File: config.mk
export PLATFORM = sky130hd
export DESIGN_NAME = sw_reset_ctrl
export DESIGN_NICKNAME = d
export VERILOG_FILES = /design/src/rtl/sw_rst_pkg.sv /design/src/rtl/sw_rst_ctl.sv /design/src/rtl/sw_rst_regs.sv /design/src/rtl/sw_reset_ctrl.sv
export SDC_FILE = /design/constraint.sdc
export NUM_CORES = 1
export LEC_CHECK = 0
export ABC_AREA = 0
export BUFFER_PORTS_ARGS = -buffer_cell sky130_fd_sc_hd__buf_2
export CAP_MARGIN = 25
export CORE_ASPECT_RATIO = 0.5
export CORE_UTILIZATION = 44
export CTS_CLUSTER_SIZE = 12
export DETAILED_ROUTE_END_ITERATION = 6
export HOLD_SLACK_MARGIN = 0.06
export PLACE_DENSITY = 0.8
export SETUP_SLACK_MARGIN = 0.2
export SYNTH_ARGS = -nofsm -noshare
export SYNTH_HDL_FRONTEND = slang
export SYNTH_SLANG_ARGS = --single-unit
File: constraint.sdc
create_clock -name clk -period 2.4 [get_ports clk]
set_input_delay 0.36 -clock clk [delete_from_list [all_inputs] [get_ports clk]]
set_output_delay 0.36 -clock clk [all_outputs]
set_load 0.05 [all_outputs]
File: src/rtl/sw_rst_pkg.sv
package sw_rst_pkg;
  localparam int FUND_BIT   = 0;
  localparam int HOT_BIT    = 1;
  localparam int HALT_BIT   = 2;
  localparam int UNLOCK_BIT = 3;
  localparam int PWRB_BIT   = 4;
  localparam int LDMASK_BIT = 5;
  localparam int USED_BITS  = 6;

  // strobes from the control half to the register half
  typedef struct packed {
    logic regWr;
    logic regRd;
    logic fundFire;
    logic hotFire;
  } ctlStrobe_t;

  typedef enum logic [1:0] {
    PEND_IDLE = 2'd0,
    PEND_FUND = 2'd1,
    PEND_HOT  = 2'd2
  } pendState_t;
endpackage

File: src/rtl/sw_rst_ctl.sv
module sw_rst_ctl
  import sw_rst_pkg::*;
#(
  parameter int ADDR_W = 12,
  parameter int DATA_W = 32,
  parameter logic [ADDR_W-1:0] REG_ADDR = 12'h404,
  parameter int DELAY_CYCLES = 125000
) (
  input  logic              clk,
  input  logic              porRstN,
  input  logic [ADDR_W-1:0] addr,
  input  logic              wrEn,
  input  logic [DATA_W-1:0] wrData,
  input  logic              rdEn,
  output logic              ack,
  output ctlStrobe_t        strobe,
  output logic              fundRstPulse,
  output logic              hotRstPulse,
  output logic              phyRetrainReq
);
  localparam int CNT_W = (DELAY_CYCLES > 2) ? $clog2(DELAY_CYCLES) : 1;
  localparam logic [CNT_W-1:0] CNT_LOAD = CNT_W'(DELAY_CYCLES - 1);

  logic hit, wrHit, rdHit;
  logic fundReq, hotReq;
  pendState_t pendState, pendNext;
  logic [CNT_W-1:0] cnt, cntNext;
  logic fireFund, fireHot;

  assign hit     = (addr == REG_ADDR);
  assign wrHit   = wrEn && hit;
  assign rdHit   = rdEn && hit && !wrEn;
  assign fundReq = wrHit && wrData[FUND_BIT];
  assign hotReq  = wrHit && wrData[HOT_BIT];

  always_comb begin
    pendNext = pendState;
    cntNext  = cnt;
    fireFund = 1'b0;
    fireHot  = 1'b0;
    if (pendState != PEND_IDLE) begin
      if (cnt == '0) begin
        fireFund = (pendState == PEND_FUND);
        fireHot  = (pendState == PEND_HOT);
        pendNext = PEND_IDLE;
      end else begin
        cntNext = cnt - 1'b1;
      end
    end
    if (fundReq && pendState != PEND_FUND) begin
      pendNext = PEND_FUND;
      cntNext  = CNT_LOAD;
      fireHot  = 1'b0;
    end else if (hotReq && !fundReq && pendState == PEND_IDLE) begin
      pendNext = PEND_HOT;
      cntNext  = CNT_LOAD;
    end
  end

  always_ff @(posedge clk) begin
    if (!porRstN) begin
      pendState     <= PEND_IDLE;
      cnt           <= '0;
      ack           <= 1'b0;
      fundRstPulse  <= 1'b0;
      hotRstPulse   <= 1'b0;
      phyRetrainReq <= 1'b0;
    end else begin
      pendState     <= pendNext;
      cnt           <= cntNext;
      ack           <= wrHit || rdHit;
      fundRstPulse  <= fireFund;
      hotRstPulse   <= fireHot;
      phyRetrainReq <= fireHot;
    end
  end

  always_comb begin
    strobe.regWr    = wrHit;
    strobe.regRd    = rdHit;
    strobe.fundFire = fireFund;
    strobe.hotFire  = fireHot;
  end
endmodule

File: src/rtl/sw_rst_regs.sv
module sw_rst_regs
  import sw_rst_pkg::*;
#(
  parameter int DATA_W = 32
) (
  input  logic              clk,
  input  logic              porRstN,
  input  logic              hotRstIn,
  input  logic              rstHaltPin,
  input  logic              linkDownEvt,
  input  ctlStrobe_t        strobe,
  input  logic [DATA_W-1:0] wrData,
  output logic [DATA_W-1:0] rdData,
  output logic              coreHoldReset,
  output logic              rwlWriteEnable,
  output logic              pwrBudgetWriteEnable,
  output logic              linkDownHotRst
);
  logic haltBit, unlockBit, pwrbBit, ldMaskBit, holdActive;
  logic [DATA_W-1:0] readVal;

  // place each flag at its bit; every other position reads zero
  always_comb begin
    readVal = '0;
    readVal[HALT_BIT]   = haltBit;
    readVal[UNLOCK_BIT] = unlockBit;
    readVal[PWRB_BIT]   = pwrbBit;
    readVal[LDMASK_BIT] = ldMaskBit;
  end

  always_ff @(posedge clk) begin
    if (!porRstN) begin
      haltBit    <= rstHaltPin;
      holdActive <= rstHaltPin;
      unlockBit  <= 1'b1;
      pwrbBit    <= 1'b0;
      ldMaskBit  <= 1'b0;
      rdData     <= '0;
    end else begin
      rdData <= strobe.regRd ? readVal : '0;
      if (strobe.regWr) begin
        haltBit   <= wrData[HALT_BIT];
        ldMaskBit <= wrData[LDMASK_BIT];
        if (unlockBit) pwrbBit <= wrData[PWRB_BIT];
        if (!wrData[HALT_BIT]) holdActive <= 1'b0;
      end
      if (hotRstIn) unlockBit <= 1'b1;
      else if (strobe.regWr) unlockBit <= wrData[UNLOCK_BIT];
    end
  end

  assign coreHoldReset        = holdActive;
  assign rwlWriteEnable       = unlockBit;
  assign pwrBudgetWriteEnable = pwrbBit;
  assign linkDownHotRst       = linkDownEvt && !ldMaskBit;
endmodule

File: src/rtl/sw_reset_ctrl.sv
module sw_reset_ctrl
  import sw_rst_pkg::*;
#(
  parameter int ADDR_W = 12,
  parameter int DATA_W = 32,
  parameter logic [ADDR_W-1:0] REG_ADDR = 12'h404,
  parameter int DELAY_CYCLES = 125000
) (
  input  logic              clk,
  input  logic              porRstN,
  input  logic              hotRstIn,
  input  logic              rstHaltPin,
  input  logic              linkDownEvt,
  input  logic [ADDR_W-1:0] addr,
  input  logic              wrEn,
  input  logic [DATA_W-1:0] wrData,
  input  logic              rdEn,
  output logic [DATA_W-1:0] rdData,
  output logic              ack,
  output logic              fundRstPulse,
  output logic              hotRstPulse,
  output logic              phyRetrainReq,
  output logic              coreHoldReset,
  output logic              rwlWriteEnable,
  output logic              pwrBudgetWriteEnable,
  output logic              linkDownHotRst
);
  ctlStrobe_t strobe;

  sw_rst_ctl #(
    .ADDR_W(ADDR_W), .DATA_W(DATA_W), .REG_ADDR(REG_ADDR), .DELAY_CYCLES(DELAY_CYCLES)
  ) ctl (
    .clk(clk), .porRstN(porRstN), .addr(addr), .wrEn(wrEn), .wrData(wrData),
    .rdEn(rdEn), .ack(ack), .strobe(strobe), .fundRstPulse(fundRstPulse),
    .hotRstPulse(hotRstPulse), .phyRetrainReq(phyRetrainReq)
  );

  sw_rst_regs #(.DATA_W(DATA_W)) regs (
    .clk(clk), .porRstN(porRstN), .hotRstIn(hotRstIn), .rstHaltPin(rstHaltPin),
    .linkDownEvt(linkDownEvt), .strobe(strobe), .wrData(wrData), .rdData(rdData),
    .coreHoldReset(coreHoldReset), .rwlWriteEnable(rwlWriteEnable),
    .pwrBudgetWriteEnable(pwrBudgetWriteEnable), .linkDownHotRst(linkDownHotRst)
  );
endmodule

---- Word-level counts from Yosys, hierarchy flattened ----
Cells that the tools add are included.
word-level totals
  flip-flop bits (word level) ............. 59
  input bits .............................. 51
  output and inout bits ................... 40
  logic and storage cells ................. 70
operators by class
  add/subtract/negate cells ............... 1
  eq/ne operators ......................... 7
  muxes and demuxes ....................... 13
  bitwise gates (word level) .............. 3
  reductions and logical operators ........ 32
operator list
  cell                     count
  $mux W17                 4
  $logic_not A17 Y1        1
  $sub A17 B1 Y17 const B  1
  $reduce_and A2 Y1        7
  $eq A12 B11 Y1 const B   1
  $logic_and A1 B1 Y1      9
  $mux W1                  6
  $mux W2                  3
  $reduce_bool A2 Y1       3
  $reduce_bool A3 Y1       2
  $ne A2 B1 Y1 const B     2
  $reduce_or A2 Y1         2
  $reduce_or A4 Y1         1
  $logic_not A1 Y1         3
  $ne A3 B3 Y1 const B     1
  $not A1 Y1               3
  $reduce_and A3 Y1        1
  $reduce_or A3 Y1         1
  $eq A2 B1 Y1 const B     1
  $eq A2 B2 Y1 const B     1
  $logic_not A2 Y1         1
  $ne A2 B2 Y1 const B     1
  $logic_or A1 B1 Y1       1

---- Logic depth before layout (Yosys ltp) ----
Gate-level depths: netlist of run 1.
  word-level depth ........................ 8
  gate-level depth with buffers ........... 7
  depth with buffers taken out ............ 7

---- Modules after synthesis ----
A second synthesis of run 1 with hierarchy kept.
unflattened totals
  cells, all modules ...................... 225
  area total of the unflattened synthesis .. 1940.6 sq um
modules (own cells, without submodules)
  module       instances  cells each  area an instance (sq um)  seq. area each (sq um)
  sw_rst_ctl   1          168         1406.3                    440.4
  sw_rst_regs  1          57          534.3                     200.2

---- Worst setup path after synthesis of run 1 ----
No wires, ideal clock.
  path type ............................... flip-flop to flip-flop
  start point ............................. register ctl.cnt[3]
  end point ............................... register ctl.cnt[1]
  arrival time ............................ 1.912 ns
  path slack .............................. 0.417 ns
  stages on the path, launching flop included .. 7
  path buffers ............................ 1
  period minus slack after synthesis ...... 1.983 ns
  path through ............................ dfxtp_1 > or4_4 > or2_1 > buf_2 > o22ai_1 > mux2_2 > a21oi_1
on the way
  longest elaborated chain between the ends .. 3
RTL lines
  element                      RTL line          RTL
  start: declaration           sw_rst_ctl.sv:27  logic [CNT_W-1:0] cnt, cntNext;
  start signal: assignment     sw_rst_ctl.sv:70  cnt <= cntNext;
  $logic_not A17 Y1            sw_rst_ctl.sv:42  if (cnt == '0) begin
  $ne A3 B3 Y1 (no line)       --
  $reduce_and A2 Y1 (no line)  --
No other way between the ends.
A chain may end at the register's enable or synchronous reset.

---- Final worst setup path of run 1 ----
  start point ............................. register ctl.cnt[3]
  end point ............................... register ctl.hotRstPulse
on the way
  longest elaborated chain between the ends .. 3
RTL lines
  element                     RTL line          RTL
  $logic_not A17 Y1           sw_rst_ctl.sv:42
  $not A1 Y1 (no line)        --
  $reduce_or A4 Y1 (no line)  --
  end signal: assignment      sw_rst_ctl.sv:73  hotRstPulse <= fireHot;
  end: declaration            sw_rst_ctl.sv:18  output logic hotRstPulse,
No other way between the ends.

==> impl_metrics.py, run 1 <==
metrics = {
    "worst_hold_path": {
        "min_path_type": "input port to flip-flop",
        "hp-start": "hotRstIn",
    },
    "die": {
        "die_w_microns": 88.02,
        "die_y_microns": 45.01,
        "rows": 15,
        "ios": 91,
        "initial_utilization": 0.4663,
        "die-area_sq_um": 3962,
        "core_sq_um": 3491,
    },
    "placed_design": {
        "dp.cells": 268,
        "gp_congestion": 0.8287,
        "port_buffers": 36,
        "dp_hpwl_microns": 2445,
    },
    "clock_network": {
        "cts_buffers": 5,
        "cts_tree": "done",
        "ctsHtreeMaxLevel": 2,
        "cts_resized": 0,
        "cts_setup_buffers": 0,
        "cts-root-buf": "clkbuf_8",
        "cts_hold_buf": 0,
        "clkSinkCount": 31,
        "cts_buffer_depth": 2,
        "clk_latency_ns": 0.28,
        "clk_pin_slew_ns": 0.07,
    },
    "setup_path": {
        "worst_setup_path_end_kind": "flip-flop",
        "cp_data_required_time_ns": 2.57,
        "critPathLaunchType": "flip-flop",
        "crit_start": "ctl.cnt[3]$_SDFFE_PP0P_",
        "crit_type": "flip-flop to flip-flop",
        "cp_max_fo": 8,
        "crit_arrival_ns": 2.21,
        "rr_startpoint": "ctl.cnt[3]$_SDFFE_PP0P_",
    },
    "timing": {
        "fmax_mhz": 489.2,
        "fin_skew_ns": 0.004108,
        "hold_violations": 0,
        "rsz0062_at_grt": "no",
        "max_slew_margin": 0.6180,
        "worstMarginPinSlew_ns": 0.5709,
        "timing.final.crit_share": 0.8517,
        "tns_ns": 0,
        "slew_violations": 0,
        "setup-violations-final": 0,
        "period_minus_slack_ns": 2.044,
    },
    "pwr": {
        "p_comb_frac": 0.121,
        "netSwitchingFraction": 0.2663,
        "pwr_density_cell_nw_per_um2": 630.0,
        "power_frac_seq": 0.437,
        "internal-power_w": 0.0008798,
        "leakage_nw": 0.8448,
        "p_switching_w": 0.0003193,
        "clock_power_share": 0.442,
        "ir_drop_v": 0.0002476,
    },
    "finish": {
        "largest_reg_flops": 17,
        "layout-drive-gt1-share": 0.2622,
        "layout_common_cells": "36 x buf_2, 29 x dfxtp_1, 28 x conb_1",
        "n_fill_cell": 304,
        "regMostFlops": "ctl.cnt",
        "layout_commonest_cell": "buf_2",
        "area_growth_syn_to_layout_pct": 16.91,
        "diodes": 0,
        "layoutNonFillerInstCount": 276,
        "final_nets": 276,
        "top_regs": "ctl.cnt (17), regs.rdData (4), ctl.pendState (2)",
    },
    "drt": {
        "drt_wl_total_microns": 3361,
        "dr.pass1.iters": 4,
        "vias": 1362,
        "drt_iter0_markers": 40,
        "wl_per_cell_microns": 12.18,
        "via_per_inst": 4.935,
        "drc": 0,
        "ant_nets": 0,
    },
    "global_routing": {
        "grt_max_degree": 13,
        "grt_pass1_vias": 1173,
        "grt.total_usage": 0.1809,
        "antenna_found_initial": 0,
        "grt_pass1_wl_microns": 5168,
        "grt.overflow.total": 0,
    },
    "yosys": {
        "synth_cell_types": 49,
        "synthCells": 182,
        "ys_seq_area_frac": 0.3935,
        "async_flop_share": 0,
        "netlist_area_sq_um": 1628,
        "postSynthAreaPerCell_sq_um": 8.944,
        "ys_seq_elements": 31,
        "ys.flop_type": "dfxtp_1",
        "yosys_warnings": 0,
        "synth_edf_count": 2,
    },
    "run_status": {
        "status": "finished, final reports clean",
    },
    "run": {
        "drv_cap": 0,
    },
}
worst max-delay path, stage by stage, from the launching register on:
cell and delay (ns):
dfxtp_1 0.35, or4_4 0.57, or2_4 0.30, nor3_2 0.21
nand2_1 0.12, a2111oi_2 0.38
final cells by class:
type                    instances  area (sq um)  share of cell area
clock buffers                   6         82.58             0.04339
well taps                      51         63.81             0.03353
inverters                       4         15.01            0.007890
flip-flops and latches         31         640.6              0.3366
clock inverters                 2         35.03             0.01841
repair buffers                 41         217.7              0.1144
multi-input cells             141         848.3              0.4458
cell usage after synthesis (2+ instances only):
cell type / number / area (sq um)
nor4_2: 2 / 25.02
a21oi_1: 8 / 40.04
o22ai_1: 2 / 12.51
nand2_1: 14 / 52.55
and2_1: 4 / 25.02
inv_1: 4 / 15.01
dfxtp_1: 29 / 580.6
nand3b_1: 2 / 15.01
nor3_1: 3 / 15.01
o21ai_0: 6 / 30.03
nor4b_1: 2 / 17.52
o211ai_1: 2 / 15.01
nand4b_1: 3 / 26.28
a31oi_1: 3 / 18.77
nand3_1: 5 / 25.02
nor2b_1: 3 / 18.77
buf_4: 29 / 217.7
nand2b_1: 2 / 12.51
nor2_1: 16 / 60.06
edfxtp_1: 2 / 60.06
clkbuf_1: 3 / 11.26
nand4_1: 2 / 12.51
xor2_1: 10 / 87.58
cells by family after synthesis:
group	Yosys count	synth area share
buffers and inverters	37	0.1530
muxes	2	0.01307
and+or+nand+nor	70	0.2575
other	1	0.002304
AOI/OAI and AO/OA	29	0.1138
xor gates and xnor gates	11	0.05918
adders and majority gates	1	0.007685
DFF	31	0.3935
layer usage:
layer  GRT usage  wire length [microns]
met2      0.3426                   1705
met1      0.1930                   1386
met3     0.04388                    210
met4     0.09677                     59
met5           0                      0
final timing paths:
path	to	slack [ns]	depth (start not counted)
worst max register to register	ctl.hotRstPulse$_SDFF_PP0_	0.36	5
worst max-delay path	ctl.hotRstPulse$_SDFF_PP0_	0.36	5
worst min-delay path	regs.rwlWriteEnable$_SDFFE_PP1N_	0.28	2
worst min register to register	regs.rdData[2]$_SDFF_PN0_	0.46	1
per-stage QoR:
stage	power (W)	hold slack [ns]	setup slack, ns	cell area [sq um]	utilization
6_report	0.001199	0.2785	0.3560	1903	0.5452
5_1_grt	0.001233	0.2850	0.2641	1903	0.5452
4_1_cts	0.001205	0.2749	0.2664	1894	0.5427
3_5_place_dp	0.0006791	0.4483	0.2812	1777	0.5090
3_3_place_gp	0.0006773	0.4240	0.3328	1777	0.5090
2_1_floorplan	0.0006890	0.4203	0.4171	1729	-
power by group through the flow:
stage / combinational [W] / sequential [W] / clock, W
final: 0.000145 / 0.000523 / 0.000531
after floorplan: 0.000149 / 0.000540 / 0
after detailed placement: 0.000144 / 0.000535 / 0
after global placement: 0.000142 / 0.000535 / 0
after CTS: 0.000144 / 0.000523 / 0.000537
after global routing: 0.000151 / 0.000523 / 0.000558
No activity file was read; power rests on OpenSTA's default activity.
==> run 2, diff against run 1 <==
--- a/config.mk
+++ b/config.mk
@@ -6,14 +6,14 @@
 export NUM_CORES = 1
 export LEC_CHECK = 0
 export ABC_AREA = 0
-export BUFFER_PORTS_ARGS = -buffer_cell sky130_fd_sc_hd__buf_2
 export CAP_MARGIN = 25
 export CORE_ASPECT_RATIO = 0.5
-export CORE_UTILIZATION = 44
+export CORE_UTILIZATION = 60
 export CTS_CLUSTER_SIZE = 12
 export DETAILED_ROUTE_END_ITERATION = 6
+export DONT_BUFFER_PORTS = 1
 export HOLD_SLACK_MARGIN = 0.06
-export PLACE_DENSITY = 0.8
+export PLACE_DENSITY = 0.76
 export SETUP_SLACK_MARGIN = 0.2
 export SYNTH_ARGS = -nofsm -noshare
 export SYNTH_HDL_FRONTEND = slang
==> run 2 against run 1 <==
  * Clock-buffer cell count is the same
  * Die area shrank 26%
  * Sequential power increased by 1%
  * Combinational power shrank 19%
  * Critical path depth did not move
  * Critical path type unchanged
==> impl_metrics.py, run 2 (synthesized netlist as in run 1, its figures left out) <==
metrics = {
    "run_status": {
        "status": "finished, final reports clean",
    },
    "clock_network": {
        "clk_pin_slew_ns": 0.07,
        "clkSinkCount": 31,
        "cts_setup_buffers": 0,
        "ctsHtreeMaxLevel": 2,
        "clk_latency_ns": 0.28,
        "cts_tree": "done",
        "cts_buffers": 5,
        "cts_buffer_depth": 2,
        "cts-root-buf": "clkbuf_8",
        "cts_hold_buf": 0,
        "cts_resized": 0,
    },
    "drt": {
        "vias": 1238,
        "drc": 0,
        "wl_per_cell_microns": 13.60,
        "via_per_inst": 5.527,
        "drt_wl_total_microns": 3046,
        "drt_iter0_markers": 44,
        "ant_nets": 0,
        "dr.pass1.iters": 4,
    },
    "die": {
        "core_sq_um": 2387,
        "die_y_microns": 38.83,
        "ios": 91,
        "die-area_sq_um": 2938,
        "initial_utilization": 0.6819,
        "die_w_microns": 75.66,
        "rows": 12,
    },
    "setup_path": {
        "path_delay_family": "simple AND/OR/NAND/NOR gates",
        "worst_path_largest_cell_delay_ns": 0.58,
        "crit_arrival_ns": 2.25,
        "cp_data_required_time_ns": 2.56,
        "crit_type": "flip-flop to flip-flop",
        "cp_max_fo": 6,
        "path_cells": "or4_4, nor4_4, or3b_1, xor2_1, a21oi_2",
        "critical_path_buf_inv_count": 0,
        "worst_setup_path_end_kind": "flip-flop",
        "crit_slowest_cell": "or4_4",
        "critPathLaunchType": "flip-flop",
    },
    "timing": {
        "slew_violations": 0,
        "whs_ns": 0.1554,
        "worstMarginPinSlew_ns": 0.7345,
        "setup-violations-final": 0,
        "max_slew_margin": 0.5085,
        "rsz0062_at_grt": "yes",
        "period_minus_slack_ns": 2.097,
        "fmax_mhz": 476.9,
        "tns_ns": 0,
        "fin_skew_ns": 0.009448,
        "timing.final.crit_share": 0.8738,
        "hold_violations": 0,
    },
    "placed_design": {
        "gp_congestion": 0.7639,
        "dpl_cell_area_sq_um": 1577,
        "port_buffers": 0,
        "dp_hpwl_microns": 2139,
        "dp.cells": 216,
    },
    "worst_hold_path": {
        "min_path_type": "input port to flip-flop",
    },
    "finish": {
        "largest_reg_flops": 17,
        "layoutNonFillerInstCount": 224,
        "fin_util": 0.7159,
        "diodes": 0,
        "layout_common_cells": "29 x dfxtp_1, 28 x conb_1, 16 x nor2_1",
        "layout_commonest_cell": "dfxtp_1",
        "final_nets": 240,
        "layout-drive-gt1-share": 0.1164,
        "regMostFlops": "ctl.cnt",
        "n_fill_cell": 195,
        "fin_area_sq_um": 1709,
        "area_growth_syn_to_layout_pct": 4.996,
        "top_regs": "ctl.cnt (17), regs.rdData (4), ctl.pendState (2)",
    },
    "pwr": {
        "ir_drop_v": 0.0004567,
        "leakage_nw": 0.6911,
        "pwr_density_cell_nw_per_um2": 686.0,
    },
    "run": {
        "drv_cap": 0,
    },
    "global_routing": {
        "grt.overflow.total": 0,
        "grt_pass1_wl_microns": 4712,
        "grt.total_usage": 0.2296,
        "antenna_found_initial": 0,
        "grt_pass1_vias": 1075,
        "grt_max_degree": 13,
    },
}
[run 2: final timing paths]
kind	startpoint	endpoint	slack [ns]	cells after the start
min reg2reg	regs.haltBit$_DFFE_PP_	regs.rdData[2]$_SDFF_PN0_	0.44	1
max	ctl.cnt[3]$_SDFFE_PP0P_	ctl.cnt[14]$_SDFFE_PN0P_	0.30	5
max reg2reg	ctl.cnt[3]$_SDFFE_PP0P_	ctl.cnt[14]$_SDFFE_PN0P_	0.30	5
min	wrData[0]	ctl.hotRstPulse$_SDFF_PP0_	0.16	1
[run 2: report_power, final]
group	total (W)	internal [W]	switching, W
registers	0.000529	0.000523	0.00000563
clock network	0.000527	0.000336	0.000191
logic	0.000117	0.00000753	0.000109
total	0.00117	0.000866	0.000306
[run 2: layout make-up]
cell class | count | area (sq um) | area share
flip-flops and latches | 31 | 640.6 | 0.3748
well taps | 35 | 43.79 | 0.02562
repair buffers | 5 | 37.54 | 0.02196
clock inverters | 2 | 35.03 | 0.02050
inverters | 4 | 15.01 | 0.008785
multi-input cells | 141 | 854.6 | 0.5000
clock buffers | 6 | 82.58 | 0.04832
[run 2: through the flow]
stage	setup slack (ns)	power, W
2_1_floorplan	0.4171	0.0006890
3_3_place_gp	0.3333	0.0006553
3_5_place_dp	0.2721	0.0006557
4_1_cts	0.2505	0.001179
5_1_grt	0.1946	0.001209
6_report	0.3030	0.001172
[run 2: layer usage]
metal / GRT usage / up-vias / share of wire
met2: 0.4286 / 68 / 0.47
met3: 0.08594 / 0 / 0.090
met4: 0.05556 / 0 / 0
li1: - / 589 / -
met1: 0.2516 / 581 / 0.44
met5: 0 / - / 0
==> run 3, diff against run 2 <==
--- a/config.mk
+++ b/config.mk
@@ -15,6 +15,8 @@
 export HOLD_SLACK_MARGIN = 0.06
 export PLACE_DENSITY = 0.76
 export SETUP_SLACK_MARGIN = 0.2
+export SLEW_MARGIN = 30
 export SYNTH_ARGS = -nofsm -noshare
 export SYNTH_HDL_FRONTEND = slang
+export SYNTH_HIERARCHICAL = 1
 export SYNTH_SLANG_ARGS = --single-unit
==> run 3 against run 2 <==
  * Clock power rose by 0.9%
  * Global-route usage rose by 0.24 points
  * Die area rose by 17%
  * Register-to-register slack got worse by 0.15 ns
  * Worst setup slack got worse by 0.15 ns
  * Non-clock buffer count rose by 12
  * Wire length rose by 33%
  * Critical path type unchanged
  * Critical endpoint is now ctl/cnt[9]$_SDFFE_PP0P_
  * Highest routed layer is now met4
==> impl_metrics.py, run 3 <==
metrics = {
    "run_status": {
        "status": "finished, final reports clean",
    },
    "finish": {
        "fin_area_sq_um": 2097,
        "layoutNonFillerInstCount": 273,
        "diodes": 0,
        "area_growth_syn_to_layout_pct": 9.257,
        "n_fill_cell": 208,
        "layout-drive-gt1-share": 0.2017,
        "final_nets": 284,
        "multi_input_area_sq_um": 1116,
        "top_regs": "ctl/cnt (17), regs/rdData (4), ctl/pendState (2)",
        "largest_reg_flops": 17,
        "layout_commonest_cell": "conb_1",
        "layout_common_cells": "28 x conb_1, 27 x dfxtp_1, 20 x nor2_1",
        "regMostFlops": "ctl/cnt",
        "register_area_sq_um": 645.6,
    },
    "pwr": {
        "ir_drop_v": 0.0003560,
        "leakage_nw": 0.8827,
        "pwr_density_cell_nw_per_um2": 563.9,
    },
    "global_routing": {
        "grt_max_degree": 23,
        "grt_pass1_vias": 1345,
        "grt.total_usage": 0.2319,
        "grt.overflow.total": 0,
        "grt_pass1_wl_microns": 5982,
        "antenna_found_initial": 0,
    },
    "timing": {
        "slew_violations": 0,
        "tns_ns": 0,
        "hold_violations": 0,
        "rsz0062_at_grt": "yes",
        "setup-violations-final": 0,
        "period_minus_slack_ns": 2.245,
        "fin_skew_ns": 0.003526,
        "timing.final.crit_share": 0.9353,
        "worstMarginPinSlew_ns": 0.5637,
        "fin_ws_ns": 0.1553,
        "max_slew_margin": 0.6237,
        "fmax_mhz": 445.5,
    },
    "clock_network": {
        "clkSinkCount": 31,
        "clk_pin_slew_ns": 0.07,
        "cts_tree": "done",
        "clk_latency_ns": 0.28,
        "cts_buffer_depth": 2,
        "cts_buffers": 5,
        "ctsHtreeMaxLevel": 2,
        "cts-root-buf": "clkbuf_8",
    },
    "yosys": {
        "postSynthAreaPerCell_sq_um": 8.646,
        "synthCells": 222,
        "netlist_area_sq_um": 1919,
        "yosys_warnings": 6,
    },
    "placed_design": {
        "dpl_cell_area_sq_um": 1881,
        "dp_hpwl_microns": 2672,
        "dp.cells": 261,
        "gp_congestion": 0.9223,
        "dp_slack_ns": 0.1234,
        "port_buffers": 0,
    },
    "die": {
        "ios": 91,
        "die-area_sq_um": 3443,
        "die_y_microns": 42.00,
        "rows": 14,
        "die_w_microns": 81.99,
        "initial_utilization": 0.6334,
        "core_sq_um": 3030,
    },
    "setup_path": {
        "crit_type": "flip-flop to flip-flop",
        "crit_arrival_ns": 2.41,
        "cp_max_fo": 6,
        "cp_data_required_time_ns": 2.57,
        "critPathLaunchType": "flip-flop",
        "worst_setup_path_end_kind": "flip-flop",
    },
    "drt": {
        "via_per_inst": 6.037,
        "dr.pass1.iters": 5,
        "drc": 0,
        "ant_nets": 0,
        "drt_wl_total_microns": 4053,
        "drt_iter0_markers": 169,
        "vias": 1648,
        "wl_per_cell_microns": 14.85,
    },
    "run": {
        "drv_cap": 0,
    },
    "worst_hold_path": {
        "min_path_type": "input port to flip-flop",
    },
}
-- run 3: what timing repair did --
action	in CTS	in global routing
hold buffers	0	0
setup buffers	0	4
gates resized for setup	1	17
pin swaps	1	13
endpoints found under the setup margin	13	15
hold endpoints to repair	0	0
-- run 3: final cells by class --
cell class / count / share of cell area
inverter: 7 / 0.01372
clock inverter: 2 / 0.01671
multi-input combinational: 170 / 0.5322
clock buffer: 6 / 0.03938
sequential: 31 / 0.3079
timing repair buffer: 17 / 0.06623
tap: 40 / 0.02387
-- run 3: per-stage QoR --
stage / power (W) / utilization / hold slack (ns)
floorplan: 0.0006964 / - / 0.4433
global placement: 0.0006596 / 0.6206 / 0.4505
detailed placement: 0.0006606 / 0.6206 / 0.4572
CTS: 0.001191 / 0.6606 / 0.1648
global route: 0.001217 / 0.6920 / 0.1647
finish: 0.001182 / 0.6920 / 0.1721
-- run 3: worst paths after layout --
path	start	endpoint	slack [ns]	cells past startpoint
min reg2reg	ctl/cnt[16]$_SDFFE_PN0P_	ctl/cnt[16]$_SDFFE_PN0P_	0.48	2
max reg2reg	ctl/cnt[0]$_SDFFE_PN0P_	ctl/cnt[9]$_SDFFE_PP0P_	0.16	9
min	porRstN	regs/rwlWriteEnable$_SDFFE_PP1P_	0.17	1
max	ctl/cnt[0]$_SDFFE_PN0P_	ctl/cnt[9]$_SDFFE_PP0P_	0.16	9
-- run 3: power breakdown --
group / switching [W] / leakage [nW] / internal (W)
Sequential: 0.00000562 / 0.254 / 0.000522
Combinational: 0.000112 / 0.567 / 0.0000112
Clock: 0.000196 / 0.0612 / 0.000336
Total: 0.000314 / 0.883 / 0.000869
-- run 3: metal layers --
| metal | up-vias | share of wire | GRT usage |
|---|---|---|---|
| met4 | 0 | 0.016 | 0.07018 |
| met1 | 759 | 0.42 | 0.2865 |
| met3 | 15 | 0.10 | 0.07391 |
| met5 | - | 0 | 0 |
| li1 | 765 | - | - |
| met2 | 109 | 0.46 | 0.3851 |
-- run 3: critical path, stage by stage (launching register included) --
cell and delay, ns:
dfxtp_2 0.33, inv_2 0.08, ha_4 0.13, or4b_4 0.50
buf_6 0.16, o41ai_4 0.41, buf_4 0.23, nor3_2 0.06
xnor2_1 0.17, nor2_1 0.07
